### src/rtl/erase_seq_pkg.sv
package erase_seq_pkg;

  typedef enum logic [2:0] {
    S_IDLE,
    S_CMD_REQ,
    S_CMD_XFER,
    S_WAIT,
    S_POLL_REQ,
    S_POLL_XFER
  } seq_state_e;

  typedef enum logic [1:0] {
    PH_IDLE,
    PH_SETUP,
    PH_PULSE,
    PH_RECOV
  } bus_phase_e;

  localparam int unsigned CMD_STEPS  = 6;
  localparam int unsigned STEP_W     = $clog2(CMD_STEPS);
  localparam int unsigned STATUS_BIT = 7;
  localparam int unsigned DATA_W     = 8;

  localparam logic [DATA_W-1:0] KEY_FIRST  = 8'hAA;
  localparam logic [DATA_W-1:0] KEY_SECOND = 8'h55;
  localparam logic [DATA_W-1:0] ERASE_ARM  = 8'h80;
  localparam logic [DATA_W-1:0] SECTOR_GO  = 8'h30;

endpackage

### src/rtl/erase_cmd_gen.sv
module erase_cmd_gen
  import erase_seq_pkg::*;
#(
  parameter int unsigned        ADDR_W       = 20,
  parameter logic [ADDR_W-1:0]  UNLOCK1_ADDR = ADDR_W'('h555),
  parameter logic [ADDR_W-1:0]  UNLOCK2_ADDR = ADDR_W'('h2AA)
) (
  input  logic [STEP_W-1:0] step_i,
  input  logic [ADDR_W-1:0] sector_i,
  output logic [ADDR_W-1:0] addr_o,
  output logic [DATA_W-1:0] data_o
);

  // launch order, the last write carries the sector address
  always_comb begin
    case (step_i)
      STEP_W'(0): begin addr_o = UNLOCK1_ADDR; data_o = KEY_FIRST;  end
      STEP_W'(1): begin addr_o = UNLOCK2_ADDR; data_o = KEY_SECOND; end
      STEP_W'(2): begin addr_o = UNLOCK1_ADDR; data_o = ERASE_ARM;  end
      STEP_W'(3): begin addr_o = UNLOCK1_ADDR; data_o = KEY_FIRST;  end
      STEP_W'(4): begin addr_o = UNLOCK2_ADDR; data_o = KEY_SECOND; end
      default:    begin addr_o = sector_i;     data_o = SECTOR_GO;  end
    endcase
  end

endmodule

### src/rtl/erase_interval_cnt.sv
module erase_interval_cnt #(
  parameter int unsigned LIMIT = 64
) (
  input  logic clk,
  input  logic rst_n,
  input  logic clr_i,
  output logic expired_o
);

  localparam int unsigned CW = (LIMIT < 1) ? 1 : $clog2(LIMIT + 1);
  localparam logic [CW-1:0] LIM = CW'(LIMIT);

  logic [CW-1:0] cnt_q, cnt_d;

  always_comb begin
    cnt_d = cnt_q;
    if (clr_i)             cnt_d = '0;
    else if (cnt_q != LIM) cnt_d = cnt_q + 1'b1;
  end

  always_ff @(posedge clk or negedge rst_n) begin
    if (!rst_n) cnt_q <= '0;
    else        cnt_q <= cnt_d;
  end

  assign expired_o = (cnt_q == LIM);

  // once expired, the interval stays expired until cleared
  a_r7_cnt_saturates: assert property (@(posedge clk) disable iff (!rst_n)
    (expired_o && !clr_i) |=> expired_o);

endmodule

### src/rtl/erase_bus_phy.sv
module erase_bus_phy
  import erase_seq_pkg::*;
#(
  parameter int unsigned ADDR_W      = 20,
  parameter int unsigned STROBE_CLKS = 3
) (
  input  logic              clk,
  input  logic              rst_n,
  input  logic              go_i,
  input  logic              rd_i,
  input  logic [ADDR_W-1:0] addr_i,
  input  logic [DATA_W-1:0] data_i,
  output logic              done_o,
  output logic [DATA_W-1:0] rdata_o,
  output logic [ADDR_W-1:0] addr_o,
  output logic [DATA_W-1:0] data_o,
  output logic              data_oe_o,
  output logic              we_n_o,
  output logic              oe_n_o,
  input  logic [DATA_W-1:0] rdata_i
);

  localparam int unsigned SW = (STROBE_CLKS < 2) ? 1 : $clog2(STROBE_CLKS);
  localparam logic [SW-1:0] LAST = SW'(STROBE_CLKS - 1);

  bus_phase_e        ph_q, ph_d;
  logic [SW-1:0]     cnt_q, cnt_d;
  logic              rd_q;
  logic [ADDR_W-1:0] addr_q;
  logic [DATA_W-1:0] data_q, rdata_q;
  logic              load_en, cap_en;

  assign load_en = go_i && ((ph_q == PH_IDLE) || (ph_q == PH_RECOV));
  assign cap_en  = (ph_q == PH_PULSE) && (cnt_q == LAST) && rd_q;

  always_comb begin
    ph_d  = ph_q;
    cnt_d = cnt_q;
    case (ph_q)
      PH_IDLE:  if (go_i) ph_d = PH_SETUP;
      PH_SETUP: begin ph_d = PH_PULSE; cnt_d = '0; end
      PH_PULSE: begin
        if (cnt_q == LAST) ph_d = PH_RECOV;
        else               cnt_d = cnt_q + 1'b1;
      end
      default:  ph_d = go_i ? PH_SETUP : PH_IDLE;
    endcase
  end

  always_ff @(posedge clk or negedge rst_n) begin
    if (!rst_n) begin
      ph_q  <= PH_IDLE;
      cnt_q <= '0;
    end else begin
      ph_q  <= ph_d;
      cnt_q <= cnt_d;
    end
  end

  always_ff @(posedge clk or negedge rst_n) begin
    if (!rst_n) begin
      rd_q   <= 1'b0;
      addr_q <= '0;
      data_q <= '0;
    end else if (load_en) begin
      rd_q   <= rd_i;
      addr_q <= addr_i;
      data_q <= data_i;
    end
  end

  always_ff @(posedge clk or negedge rst_n) begin
    if (!rst_n)      rdata_q <= '0;
    else if (cap_en) rdata_q <= rdata_i;
  end

  assign done_o    = (ph_q == PH_RECOV);
  assign rdata_o   = rdata_q;
  assign addr_o    = addr_q;
  assign data_o    = data_q;
  assign data_oe_o = (ph_q != PH_IDLE) && !rd_q;
  assign we_n_o    = !((ph_q == PH_PULSE) && !rd_q);
  assign oe_n_o    = !((ph_q == PH_PULSE) && rd_q);

  // address and data stay put under a strobe
  a_r3_stable_under_strobe: assert property (@(posedge clk) disable iff (!rst_n)
    (!we_n_o || !oe_n_o) |-> ($stable(addr_o) && $stable(data_o)));

  // data set up before the write strobe falls
  a_r3_data_setup: assert property (@(posedge clk) disable iff (!rst_n)
    $fell(we_n_o) |-> $past(data_oe_o));

  // data still driven when the write strobe rises
  a_r3_data_hold: assert property (@(posedge clk) disable iff (!rst_n)
    $rose(we_n_o) |-> data_oe_o);

  // strobes never overlap
  a_r10_strobe_exclusive: assert property (@(posedge clk) disable iff (!rst_n)
    !(!we_n_o && !oe_n_o));

endmodule

### src/rtl/erase_seq.sv
module erase_seq
  import erase_seq_pkg::*;
#(
  parameter int unsigned       ADDR_W        = 20,
  parameter int unsigned       STROBE_CLKS   = 3,
  parameter int unsigned       POLL_GAP_CLKS = 125_000,
  parameter int unsigned       TIMEOUT_CLKS  = 32'd3_750_000_000,
  parameter logic [ADDR_W-1:0] UNLOCK1_ADDR  = ADDR_W'('h555),
  parameter logic [ADDR_W-1:0] UNLOCK2_ADDR  = ADDR_W'('h2AA)
) (
  input  logic              clk,
  input  logic              rst_n,
  input  logic              start_i,
  input  logic [ADDR_W-1:0] sector_addr_i,
  output logic              busy_o,
  output logic              done_o,
  output logic              timeout_o,
  output logic              bus_req_o,
  input  logic              bus_gnt_i,
  output logic [ADDR_W-1:0] bus_addr_o,
  output logic [7:0]        bus_wdata_o,
  output logic              bus_wdata_oe_o,
  output logic              bus_we_n_o,
  output logic              bus_oe_n_o,
  input  logic [7:0]        bus_rdata_i
);

  localparam logic [STEP_W-1:0] LAST_STEP = STEP_W'(CMD_STEPS - 1);

  // reset: asserted asynchronously, released on a clock edge
  logic [1:0] rst_sync_q;
  logic       rst_int_n;

  always_ff @(posedge clk or negedge rst_n) begin
    if (!rst_n) rst_sync_q <= '0;
    else        rst_sync_q <= {rst_sync_q[0], 1'b1};
  end
  assign rst_int_n = rst_sync_q[1];

  seq_state_e        state_q, state_d;
  logic [STEP_W-1:0] step_q, step_d, cmd_step;
  logic [ADDR_W-1:0] sect_q;
  logic              sect_ld;
  logic              done_q, done_d, tout_q, tout_d;
  logic              phy_go, phy_rd, phy_done;
  logic [DATA_W-1:0] phy_rdata;
  logic [ADDR_W-1:0] cmd_addr, phy_addr;
  logic [DATA_W-1:0] cmd_data;
  logic              gap_clr, gap_exp, to_clr, to_exp;

  erase_cmd_gen #(
    .ADDR_W       (ADDR_W),
    .UNLOCK1_ADDR (UNLOCK1_ADDR),
    .UNLOCK2_ADDR (UNLOCK2_ADDR)
  ) u_cmd (
    .step_i   (cmd_step),
    .sector_i (sect_q),
    .addr_o   (cmd_addr),
    .data_o   (cmd_data)
  );

  assign phy_addr = phy_rd ? sect_q : cmd_addr;

  erase_bus_phy #(
    .ADDR_W      (ADDR_W),
    .STROBE_CLKS (STROBE_CLKS)
  ) u_phy (
    .clk       (clk),
    .rst_n     (rst_int_n),
    .go_i      (phy_go),
    .rd_i      (phy_rd),
    .addr_i    (phy_addr),
    .data_i    (cmd_data),
    .done_o    (phy_done),
    .rdata_o   (phy_rdata),
    .addr_o    (bus_addr_o),
    .data_o    (bus_wdata_o),
    .data_oe_o (bus_wdata_oe_o),
    .we_n_o    (bus_we_n_o),
    .oe_n_o    (bus_oe_n_o),
    .rdata_i   (bus_rdata_i)
  );

  erase_interval_cnt #(.LIMIT(POLL_GAP_CLKS)) u_gap (
    .clk       (clk),
    .rst_n     (rst_int_n),
    .clr_i     (gap_clr),
    .expired_o (gap_exp)
  );

  erase_interval_cnt #(.LIMIT(TIMEOUT_CLKS)) u_limit (
    .clk       (clk),
    .rst_n     (rst_int_n),
    .clr_i     (to_clr),
    .expired_o (to_exp)
  );

  always_comb begin
    state_d  = state_q;
    step_d   = step_q;
    cmd_step = step_q;
    sect_ld  = 1'b0;
    phy_go   = 1'b0;
    phy_rd   = 1'b0;
    gap_clr  = 1'b0;
    to_clr   = 1'b0;
    done_d   = 1'b0;
    tout_d   = 1'b0;
    case (state_q)
      S_IDLE: begin
        if (start_i) begin
          sect_ld = 1'b1;
          step_d  = '0;
          state_d = S_CMD_REQ;
        end
      end
      S_CMD_REQ: begin
        if (bus_gnt_i) begin
          cmd_step = '0;
          phy_go   = 1'b1;
          state_d  = S_CMD_XFER;
        end
      end
      S_CMD_XFER: begin
        if (phy_done) begin
          if (step_q == LAST_STEP) begin
            gap_clr = 1'b1;
            to_clr  = 1'b1;
            state_d = S_WAIT;
          end else begin
            cmd_step = step_q + 1'b1;
            step_d   = step_q + 1'b1;
            phy_go   = 1'b1;
          end
        end
      end
      S_WAIT: begin
        if (to_exp) begin
          tout_d  = 1'b1;
          state_d = S_IDLE;
        end else if (gap_exp) begin
          state_d = S_POLL_REQ;
        end
      end
      S_POLL_REQ: begin
        if (to_exp) begin
          tout_d  = 1'b1;
          state_d = S_IDLE;
        end else if (bus_gnt_i) begin
          phy_go  = 1'b1;
          phy_rd  = 1'b1;
          state_d = S_POLL_XFER;
        end
      end
      S_POLL_XFER: begin
        if (phy_done) begin
          if (phy_rdata[STATUS_BIT]) begin
            done_d  = 1'b1;
            state_d = S_IDLE;
          end else begin
            gap_clr = 1'b1;
            state_d = S_WAIT;
          end
        end
      end
      default: state_d = S_IDLE;
    endcase
  end

  always_ff @(posedge clk or negedge rst_int_n) begin
    if (!rst_int_n) begin
      state_q <= S_IDLE;
      step_q  <= '0;
      done_q  <= 1'b0;
      tout_q  <= 1'b0;
    end else begin
      state_q <= state_d;
      step_q  <= step_d;
      done_q  <= done_d;
      tout_q  <= tout_d;
    end
  end

  always_ff @(posedge clk or negedge rst_int_n) begin
    if (!rst_int_n)   sect_q <= '0;
    else if (sect_ld) sect_q <= sector_addr_i;
  end

  assign busy_o    = (state_q != S_IDLE);
  assign bus_req_o = (state_q == S_CMD_REQ)  || (state_q == S_CMD_XFER) ||
                     (state_q == S_POLL_REQ) || (state_q == S_POLL_XFER);
  assign done_o    = done_q;
  assign timeout_o = tout_q;

  // a new sequence asks for the bus at once
  a_r1_req_on_start: assert property (@(posedge clk) disable iff (!rst_int_n)
    $rose(busy_o) |-> bus_req_o);

  // strobes only while the bus is owned
  a_r10_strobe_owned: assert property (@(posedge clk) disable iff (!rst_int_n)
    (!bus_we_n_o || !bus_oe_n_o) |-> (bus_req_o && bus_gnt_i));

  // released bus is left quiet
  a_r4_quiet_when_released: assert property (@(posedge clk) disable iff (!rst_int_n)
    !bus_req_o |-> (bus_we_n_o && bus_oe_n_o && !bus_wdata_oe_o));

  // completion is a single pulse seen from idle
  a_r6_done_pulse: assert property (@(posedge clk) disable iff (!rst_int_n)
    done_o |=> !done_o);
  a_r6_done_idle: assert property (@(posedge clk) disable iff (!rst_int_n)
    done_o |-> (!busy_o && !bus_req_o));

  // give-up is a single pulse, never together with completion
  a_r7_timeout_pulse: assert property (@(posedge clk) disable iff (!rst_int_n)
    timeout_o |=> !timeout_o);
  a_r7_exclusive_end: assert property (@(posedge clk) disable iff (!rst_int_n)
    !(done_o && timeout_o));

  // a start while busy leaves the held address alone
  a_r8_hold_sector: assert property (@(posedge clk) disable iff (!rst_int_n)
    (busy_o && start_i) |=> $stable(sect_q));

endmodule

### config.mk
export PLATFORM = sky130hd
export DESIGN_NAME = erase_seq
export DESIGN_NICKNAME = d
export VERILOG_FILES = /design/src/rtl/erase_seq_pkg.sv /design/src/rtl/erase_cmd_gen.sv /design/src/rtl/erase_interval_cnt.sv /design/src/rtl/erase_bus_phy.sv /design/src/rtl/erase_seq.sv
export SDC_FILE = /design/constraint.sdc
export NUM_CORES = 1
export LEC_CHECK = 0
export ABC_AREA = 1
export CAP_MARGIN = 10
export CORE_AREA = 2 2 137 139
export CTS_CLUSTER_SIZE = 30
export DETAILED_ROUTE_END_ITERATION = 12
export DIE_AREA = 0 0 139 141
export MAX_ROUTING_LAYER = met4
export PLACE_DENSITY = 0.7
export SETUP_SLACK_MARGIN = 0.1
export SYNTH_ARGS = -nofsm -noshare
export SYNTH_HDL_FRONTEND = slang
export SYNTH_HIERARCHICAL = 1
export SYNTH_SLANG_ARGS = --single-unit
export TNS_END_PERCENT = 1
### constraint.sdc
create_clock -name clk -period 3.9 [get_ports clk]
set_clock_uncertainty 0.1 [all_clocks]
set_input_delay 0.39 -clock clk [delete_from_list [all_inputs] [get_ports clk]]
set_output_delay 0.39 -clock clk [all_outputs]
set_load 0.05 [all_outputs]
Yosys cells after proc, flatten, opt, wreduce, memory -nomap -nowiden
Index checks and enable logic that the tools add are counted.
{"block": "totals", "elab_cells": 125, "register_bits": 120}
{"block": "op_classes", "reduce_logical": 30, "muxes": 49, "eq_ne": 28, "add_sub_neg": 4}
{"operator": "2-to-1 mux 32 bit", "n": 2}
{"operator": "one-hot mux 20 bit (2 select lines)", "n": 1}
{"operator": "2-to-1 mux 3 bit", "n": 13}
{"operator": "2-to-1 mux 17 bit", "n": 2}
{"operator": "adder 32 x 1 -> 32 bit, second input constant", "n": 1}
{"operator": "equality test 32 bit, second input constant", "n": 1}
{"operator": "!= test 32 bit, second input constant", "n": 1}
{"operator": "one-hot mux 8 bit (3 select lines)", "n": 1}
{"operator": "2-to-1 mux 20 bit", "n": 1}
{"operator": "2-to-1 mux 1 bit", "n": 18}
{"operator": "one-hot mux 3 bit (6 select lines)", "n": 1}
{"operator": "adder 17 x 1 -> 17 bit, second input constant", "n": 1}
{"operator": "equality test 17 bit, second input constant", "n": 1}
{"operator": "!= test 17 bit, second input constant", "n": 1}
{"operator": "equality test 3 x 2 -> 1 bit, second input constant", "n": 4}
{"operator": "equality test 3 bit, second input constant", "n": 4}
{"operator": "!= test 2 bit, second input constant", "n": 6}
{"operator": "one-hot mux 3 bit (2 select lines)", "n": 2}
{"operator": "nonzero test 2 bit", "n": 5}
{"operator": "2-to-1 mux 2 bit", "n": 4}
{"operator": "AND reduction 7 bit", "n": 1}
{"operator": "equality test 2 bit, second input constant", "n": 3}
{"operator": "equality test 3 x 1 -> 1 bit, second input constant", "n": 2}
{"operator": "logical AND 1 bit", "n": 6}
{"operator": "other kinds (17)", "n": 29}

Depth between registers and ports, before layout
Gate-level depths: netlist of run 1.
{"block": "depth", "word_depth": 8, "mapped_depth": 18, "mapped_depth_nobuf": 17}

By module
The synthesis of run 1 kept the hierarchy.
{"module": "erase_interval_cnt at u_limit", "n_inst": 1, "seq_area_each_um2": 800.8, "cells_per_inst": 336, "area_per_inst_um2": 2188.3}
{"module": "erase_bus_phy", "n_inst": 1, "seq_area_each_um2": 1026.0, "cells_per_inst": 201, "area_per_inst_um2": 1808.0}
{"module": "erase_seq", "n_inst": 1, "seq_area_each_um2": 750.7, "cells_per_inst": 204, "area_per_inst_um2": 1737.9}
{"module": "erase_interval_cnt at u_gap", "n_inst": 1, "seq_area_each_um2": 425.4, "cells_per_inst": 162, "area_per_inst_um2": 1126.1}
{"module": "erase_cmd_gen", "n_inst": 1, "seq_area_each_um2": 0.0, "cells_per_inst": 59, "area_per_inst_um2": 266.5}

Worst setup path before layout of run 1
OpenSTA, ideal clock, no wires.
{"block": "synth_timing", "kind": "reg-to-reg", "startpoint": "reg u_limit.cnt_q[0]", "endpoint": "reg u_phy.addr_q[10] (netlist: u_phy/addr_o[10])", "period_less_slack_ns": 2.325, "stages_incl_launch_ff": 17, "t_required_ns": 3.681, "arrival_ns": 2.106, "setup_slack_ns": 1.575, "setup_time_ns": 0.119, "cell_sequence": "dfrtp_1 > inv_2 > ha_1 > nand2_1 > nor2_1 > nand2_1 > nor2_1 > nand2_1 > inv_1 > nor2_1 > nand2_1 > buf_2 > o221ai_1 > buf_4 > buf_6 > nand3_1 > nand2_1"}
{"block": "synth_between", "elab_chain_len": 4, "word_cells_on_any_way": 6, "cone_classes": "eq/ne: 1; mux: 4; reduce/logical: 1"}
{"element": "start, declared", "line_no": "erase_interval_cnt.sv:13", "source": "logic [CW-1:0] cnt_q, cnt_d;"}
{"element": "start signal, assigned", "line_no": "erase_interval_cnt.sv:23", "source": "else cnt_q <= cnt_d;"}
{"element": "equality test 32 bit", "line_no": "erase_interval_cnt.sv:26", "source": "assign expired_o = (cnt_q == LIM);"}
{"element": "named net to_exp", "line_no": "erase_seq.sv:49", "source": "logic gap_clr, gap_exp, to_clr, to_exp;"}
{"element": "2-to-1 mux 1 bit", "line_no": "erase_seq.sv:146", "source": "if (to_exp) begin"}
{"element": "one-hot mux 1 bit (3 select lines)", "line_no": "erase_seq.sv:109", "source": "case (state_q)"}
{"element": "named net phy_go", "line_no": "erase_seq.sv:45", "source": "logic phy_go, phy_rd, phy_done;"}
{"element": "logical AND 1 bit", "line_no": "erase_bus_phy.sv:33", "source": "assign load_en = go_i && ((ph_q == PH_IDLE) || (ph_q == PH_RECOV));"}
{"element": "end signal, assigned", "line_no": "erase_bus_phy.sv:67", "source": "addr_q <= addr_i;"}
{"element": "end, declared", "line_no": "erase_bus_phy.sv:29", "source": "logic [ADDR_W-1:0] addr_q;"}
The timed path passes the listed nets, and every way through them passes these cells.
A chain may end at the register's enable or synchronous reset.

Worst setup path after layout of run 1
{"block": "layout_timing", "startpoint": "reg u_limit.cnt_q[0]", "endpoint": "reg u_phy.rd_q"}
{"block": "layout_between", "elab_chain_len": 4, "word_cells_on_any_way": 5, "cone_classes": "eq/ne: 1; mux: 3; reduce/logical: 1"}
{"element": "equality test 32 bit", "line_no": "erase_interval_cnt.sv:26"}
{"element": "named net to_exp", "line_no": "erase_seq.sv:49"}
{"element": "2-to-1 mux 1 bit", "line_no": "erase_seq.sv:146"}
{"element": "one-hot mux 1 bit (3 select lines)", "line_no": "erase_seq.sv:109"}
{"element": "named net phy_go", "line_no": "erase_seq.sv:45"}
{"element": "logical AND 1 bit", "line_no": "erase_bus_phy.sv:33"}
{"element": "end signal, assigned", "line_no": "erase_bus_phy.sv:66", "source": "rd_q <= rd_i;"}
{"element": "end, declared", "line_no": "erase_bus_phy.sv:28", "source": "logic rd_q;"}
The timed path passes the listed nets, and every way through them passes these cells.

==> results of run 1 <==
cell type report:
type | instances | area (um^2) | area share (%)
Clock buffer | 17 | 425.4 | 5.162
Clock inverter | 15 | 183.9 | 2.232
Multi-Input combinational cell | 696 | 3462 | 42.01
Tap cell | 234 | 292.8 | 3.552
Inverter | 100 | 375.4 | 4.554
Timing Repair Buffer | 68 | 670.6 | 8.137
Sequential cell | 113 | 2831 | 34.36
worst min-delay path by stage:
stage	from	endpoint	slack, ns	cells past startpoint
3_5_place_dp	rst_sync_q[0]	rst_sync_q[1]	0.24	0
2_1_floorplan	rst_n	rst_sync_q[0]	-0.006	0
4_1_cts	rst_n	rst_sync_q[1]	0.02	1
3_3_place_gp	rst_sync_q[0]	rst_sync_q[1]	0.24	0
6_report	rst_n	rst_sync_q[1]	0.04	1
5_1_grt	rst_n	rst_sync_q[1]	0.03	1
registers in the layout, summed over array words and instances (netlist names), 2 cells and up:
signal / cells
u_phy/cnt_q: 2
u_phy/data_o: 8
u_limit/cnt_q: 32
step_q: 3
rst_sync_q: 2
state_q: 3
u_gap/cnt_q: 17
sect_q: 20
u_phy/ph_q: 2
u_phy/addr_o: 20
layer usage:
metal	share of wire (%)	vias to the layer above	track usage [%]
li1	-	3037	-
met3	4.6	31	3.872
met4	2.1	0	6.486
met5	0	-	-
met1	46	2740	21.51
met2	47	135	27.69
power groups by stage:
stage	combinational (W)	sequential, W	clock, W
finish	0.00277	0.00197	0.00160
global route	0.00309	0.00203	0.00168
CTS	0.00278	0.00196	0.00164
detailed placement	0.00277	0.00197	0
global placement	0.00272	0.00197	0
floorplan	0.00178	0.00229	0
through the flow:
step           hold slack, ns  instances  power, W  worst slack (ns)  area, um^2
2_1_floorplan       -0.005591        934  0.004071            0.4189        6838
3_3_place_gp           0.2373       1211  0.004683             1.073        7632
3_5_place_dp           0.2428       1211  0.004742             1.017        7632
4_1_cts               0.02282       1243  0.006386             1.009        8242
5_1_grt               0.02868       1243  0.006799            0.7133        8242
6_report              0.03948       1243  0.006336             1.052        8242
==> metrics.md, run 1 <==
| Metric | Value |
|---|---|
| Routed WL per cell | 12.49 um |
| CTS Sinks | 113 |
| Core Footprint | 0.01827 mm^2 |
| Ratio of cells with drive above 1 in the final layout | 12.59% |
| Crit Path Max Fanout | 22 |
| Worst-path clk slew | 0.06 ns |
| CTS root buf | clkbuf_16 |
| Max-slew headroom | 49.36% |
| Max-slew violation count | 0 |
| Worst reg2reg setup slack | 1.05 ns |
| HPWL Detailed | 10.90 mm |
| Max Cap Viol | 0 |
| Clk_lat worst skew | 0.42 ns |
| Util after Layout | 45.12% |
| Setup_tns | 0 ns |
| FF-to-FF End | u_phy/rd_q |
| CTS tree | yes |
| Fillers | 1794 |
| Hold_buf cts | 0 |
| Switching pwr | 0.002774 W |
| Drt pass-1 iters | 6 |
| Die H | 141 um |
| Req. time, crit path | 4.14 ns |
| Maximum level of the CTS H-tree | 4 |
| Longest Clk Path Bufs | 2 |
| Setup crit start kind | flip-flop |
| Vias/cell | 4.781 |
| Worst path bufs/invs | 4 |
| Syn Std Cell Area | 0.006838 mm^2 |
| Antenna Nets Post-Route | 0 |
| Number of global-route vias before repair | 5800 |
| Via count | 5943 |
| Family with the most delay on the worst path | simple AND/OR/NAND/NOR gates |
| FMAX | 0.3512 GHz |
| N_diodes | 0 |
| Post CTS Setup Buffer Count | 0 |
| RSZ-0062 raised after global routing | false |
| Logic pwr share | 43.7% |
| Pwr dens | 768.8 mW/mm^2 |
| Critical Path Sink Type | flip-flop |
| Initial antenna violation count | 0 |
| Crit-path slowest cell | dfrtp_1 |
| Setup crit start | u_limit/cnt_q[0] |
| DRT iter0 DRCs | 428 |
| Pin count of the biggest net entering global routing | 112 |
| Final Hold Fails | 0 |
| Minimum clock period | 2.848 ns |
| Resize count post-CTS | 0 |
| Peak supply drop | 0.5453 mV |
| Mapped Cells | 934 |
| I/O pins | 67 |
| Worst path depth | 16 |
| First-pass GRT wire length | 27.09 mm |
| Mean Syn Cell Area | 7.321 um^2 |
| Final WL | 15.53 mm |
| Worst min path class | primary input to asynchronous set/reset pin |
| Worst slew pin tran | 0.7596 ns |
| # port buffers | 59 |
| FF-to-FF path depth | 16 |
| Internal | 0.003562 W |
| Synth Net Count | 978 |
| Pleak | 4.291 nW |
| Total track usage | 17.28% |
| Die ar. | 0.01960 mm^2 |
| Remaining global-route overflow | 0 |
| Std cell rows | 50 |
| Crit-path max cell delay | 0.46 ns |
| Flop pwr share | 31.0% |
| Run status | complete, no violations |
| Crit-path cells | inv_2 > ha_1 > nand2_1 > nor2_1 > nand2_1 > nor2_1 > nand2_1 > inv_1 > nor2_1 > nand2_1 > buf_4 > o221ai_2 > nand2_1 > buf_4 > nor2_1 > a21oi_1 |
| Worst EP arrival | 3.09 ns |
| Nets | 1040 |
| Period utilisation layout | 73.01% |
| Initial core utilization | 37.43% |
| RR Startpoint | u_limit/cnt_q[0] |
| # DRC | 0 |
| Most frequent cells in the layout | nand2_1, nor2_1, dfrtp_1 |
| Syn-to-layout area delta | 20.53% |
| Finish-stage setup viols | 0 |
| Most common cell after layout, fill and taps aside | nand2_1 |
| Die Wd | 139 um |
| TritonCTS Buffers | 17 |
| Synth warn | 6 |
| Switching share of power | 43.78% |
| Type of the worst setup path | flip-flop to flip-flop |
| CP endpoint | u_phy/rd_q |
| Most used cell, CP | nand2_1 |
| Clk network pwr share | 25.3% |
| Routability Congestion | 0.8653 |
Power figures use the tool's default switching activity.
==> inputs of run 2 (changes only) <==
--- a/config.mk
+++ b/config.mk
@@ -12,7 +12,7 @@
 export DETAILED_ROUTE_END_ITERATION = 12
 export DIE_AREA = 0 0 139 141
 export MAX_ROUTING_LAYER = met4
-export PLACE_DENSITY = 0.7
+export PLACE_DENSITY = 0.67
 export SETUP_SLACK_MARGIN = 0.1
 export SYNTH_ARGS = -nofsm -noshare
 export SYNTH_HDL_FRONTEND = slang
==> constraint.sdc (replaced) <==
create_clock -name clk -period 2.9 [get_ports clk]
set_clock_uncertainty 0.1 [all_clocks]
set_input_delay 0.29 -clock clk [delete_from_list [all_inputs] [get_ports clk]]
set_output_delay 0.29 -clock clk [all_outputs]
set_load 0.05 [all_outputs]
==> run 2 against run 1 <==
  * Count of clock-buffer cells in the layout increased by 1
  * Critical path depth decreased by 11
  * Hold slack improved by 0.20 ns
  * Largest cell class unchanged
  * Global-route usage decreased by 0.084 points
  * Highest routed layer unchanged
  * Flip-flop and latch count unchanged
  * Utilization decreased by 0.27 points
  * Routed wire length increased by 0.82%
  * Critical path type is now flip-flop to output pin
  * Power increased by 31%
  * Die area unchanged
  * Non-clock buffer count increased by 1
==> metrics.md, run 2 (synthesized netlist as in run 1, its figures left out) <==
| Metric | Value |
|---|---|
| Core Footprint | 0.01827 mm^2 (unchanged) |
| Peak supply drop | 0.9092 mV (+67%) |
| Nets | 1041 (+0.096%) |
| Finish-stage setup viols | 0 (unchanged) |
| Most common cell after layout, fill and taps aside | nand2_1 |
| Ratio of cells with drive above 1 in the final layout | 12.57% (about the same) |
| Top reg by flops | u_limit/cnt_q |
| CTS Sinks | 113 (unchanged) |
| Maximum level of the CTS H-tree | 4 (unchanged) |
| Syn-to-layout area delta | 19.82% |
| Clk_lat worst skew | 0.42 ns (about the same) |
| RR Startpoint | u_limit/cnt_q[0] |
| FF-to-FF End | u_phy/addr_o[1] |
| Placed Area | 0.007632 mm^2 (unchanged) |
| Antenna Nets Post-Route | 0 (unchanged) |
| Initial core utilization | 37.43% (unchanged) |
| I/O pins | 67 (unchanged) |
| Std cell rows | 50 (unchanged) |
| Via count | 5906 (-0.62%) |
| Drt pass-1 iters | 5 (-1) |
| Pin count of the biggest net entering global routing | 50 (-55%) |
| Setup_tns | 0 ns (unchanged) |
| Final Hold Fails | 0 (unchanged) |
| FMAX | 0.3671 GHz |
| Max-slew violation count | 0 (unchanged) |
| Post CTS Setup Buffer Count | 0 (unchanged) |
| Longest Clk Path Bufs | 2 (unchanged) |
| Period utilisation layout | 93.93% |
| N_diodes | 0 (unchanged) |
| Die H | 141 um (unchanged) |
| FF-to-FF path depth | 16 (unchanged) |
| First-pass GRT wire length | 26.74 mm (-1.3%) |
| Minimum clock period | 2.724 ns |
| Routability Congestion | 0.8879 (+2.6%) |
| Worst-path clk slew | 0.06 ns (about the same) |
| Pleak | 4.274 nW (-0.40%) |
| Setup crit start kind | flip-flop |
| Worst slew pin tran | 0.7529 ns (-0.006673 ns) |
| Remaining global-route overflow | 0 (unchanged) |
| Run status | complete, no violations |
| Worst reg2reg setup slack | 0.40 ns (-0.65 ns) |
| Pwr dens | 1013 mW/mm^2 (+32%) |
| Final WL | 15.66 mm (+0.82%) |
| Vias/cell | 4.748 (-0.70%) |
| Fin Hold WS | 0.2411 ns (+0.2017 ns) |
| Largest register FFs | 32 (unchanged) |
| Initial antenna violation count | 0 (unchanged) |
| Die ar. | 0.01960 mm^2 (unchanged) |
| Final Instance Area | 0.008193 mm^2 (-0.59%) |
| HPWL Detailed | 11.19 mm (+2.7%) |
| Type of the worst setup path | flip-flop to output pin |
| Worst EP arrival | 2.33 ns (-0.76 ns) |
| DRT iter0 DRCs | 395 (-7.7%) |
| Req. time, crit path | 2.51 ns (-1.63 ns) |
| Max Cap Viol | 0 (unchanged) |
| Worst min path class | flip-flop to asynchronous set/reset pin |
| Util after Layout | 44.85% (-0.27 points) |
| Die Wd | 139 um (unchanged) |
| Crit Path Max Fanout | 10 (-55%) |
| RSZ-0062 raised after global routing | true |
| Total track usage | 17.20% (-0.084 points) |
| Max-slew headroom | 49.75% (+0.39 points) |
| CTS tree | yes |
| CTS root buf | clkbuf_16 |
| # DRC | 0 (unchanged) |
| Most frequent cells in the layout | nand2_1, nor2_1, dfrtp_1 |
| Critical Path Sink Type | output pin |
| Routed WL per cell | 12.58 um (+0.74%) |
| Number of global-route vias before repair | 5681 (-2.1%) |
| TritonCTS Buffers | 17 (unchanged) |
| # port buffers | 59 (unchanged) |
## run 2: worst max path at each step
stage	from	end	slack, ns	depth (start not counted)
2_1_floorplan	u_limit/cnt_q[0]	u_phy/addr_o[10]	0.58	16
3_3_place_gp	u_limit/cnt_q[0]	u_phy/addr_o[7]	0.38	16
3_5_place_dp	bus_gnt_i	u_phy/addr_o[14]	0.34	14
4_1_cts	state_q[1]	bus_req_o	0.16	5
5_1_grt	state_q[1]	bus_req_o	0.06	5
6_report	state_q[1]	bus_req_o	0.18	5
## run 2: repair_timing
| item | in CTS | in global routing |
|---|---|---|
| endpoints found under the setup margin | 0 | 22 |
| hold endpoints to repair | 2 | 0 |
| gates resized for setup | 0 | 3 |
| hold buffers | 1 | 0 |
## run 2: layer usage
| layer | track usage [%] | wire (um) | vias up |
|---|---|---|---|
| li1 | - | - | 3029 |
| met1 | 22.18 | 7616 | 2779 |
| met2 | 27.72 | 7382 | 84 |
| met3 | 3.668 | 499 | 14 |
| met4 | 4.519 | 157 | 0 |
| met5 | - | 0 | - |
## run 2: metrics by stage
stage	total power (W)	cells	setup slack (ns)
4_1_cts	0.008360	1244	0.1586
3_3_place_gp	0.006321	1211	0.3753
2_1_floorplan	0.005474	934	0.5751
6_report	0.008296	1244	0.1759
5_1_grt	0.008899	1244	0.05973
3_5_place_dp	0.006382	1211	0.3383
## run 2: cell type report
type | count | area, um^2
Clock inverter | 14 | 105.1
Timing Repair Buffer | 69 | 684.4
Sequential cell | 113 | 2831
Inverter | 100 | 377.9
Clock buffer | 18 | 439.2
Tap cell | 234 | 292.8
Multi-Input combinational cell | 696 | 3462
Fill cell | 1838 | 10070
## run 2: worst max-delay path, stage by stage, from the launching register on
cell and delay, ns:
dfrtp_1 0.46, inv_1 0.08, nor2_1 0.20, nand2_2 0.19, nand4_1 0.17, clkdlybuf4s50_1 0.82
## run 2: report_power, final
part	internal, W	leakage [nW]	total (W)	switching, W
logic	0.00131	2.68	0.00371	0.00240
clock network	0.00112	0.267	0.00193	0.000806
registers	0.00212	1.33	0.00266	0.000544
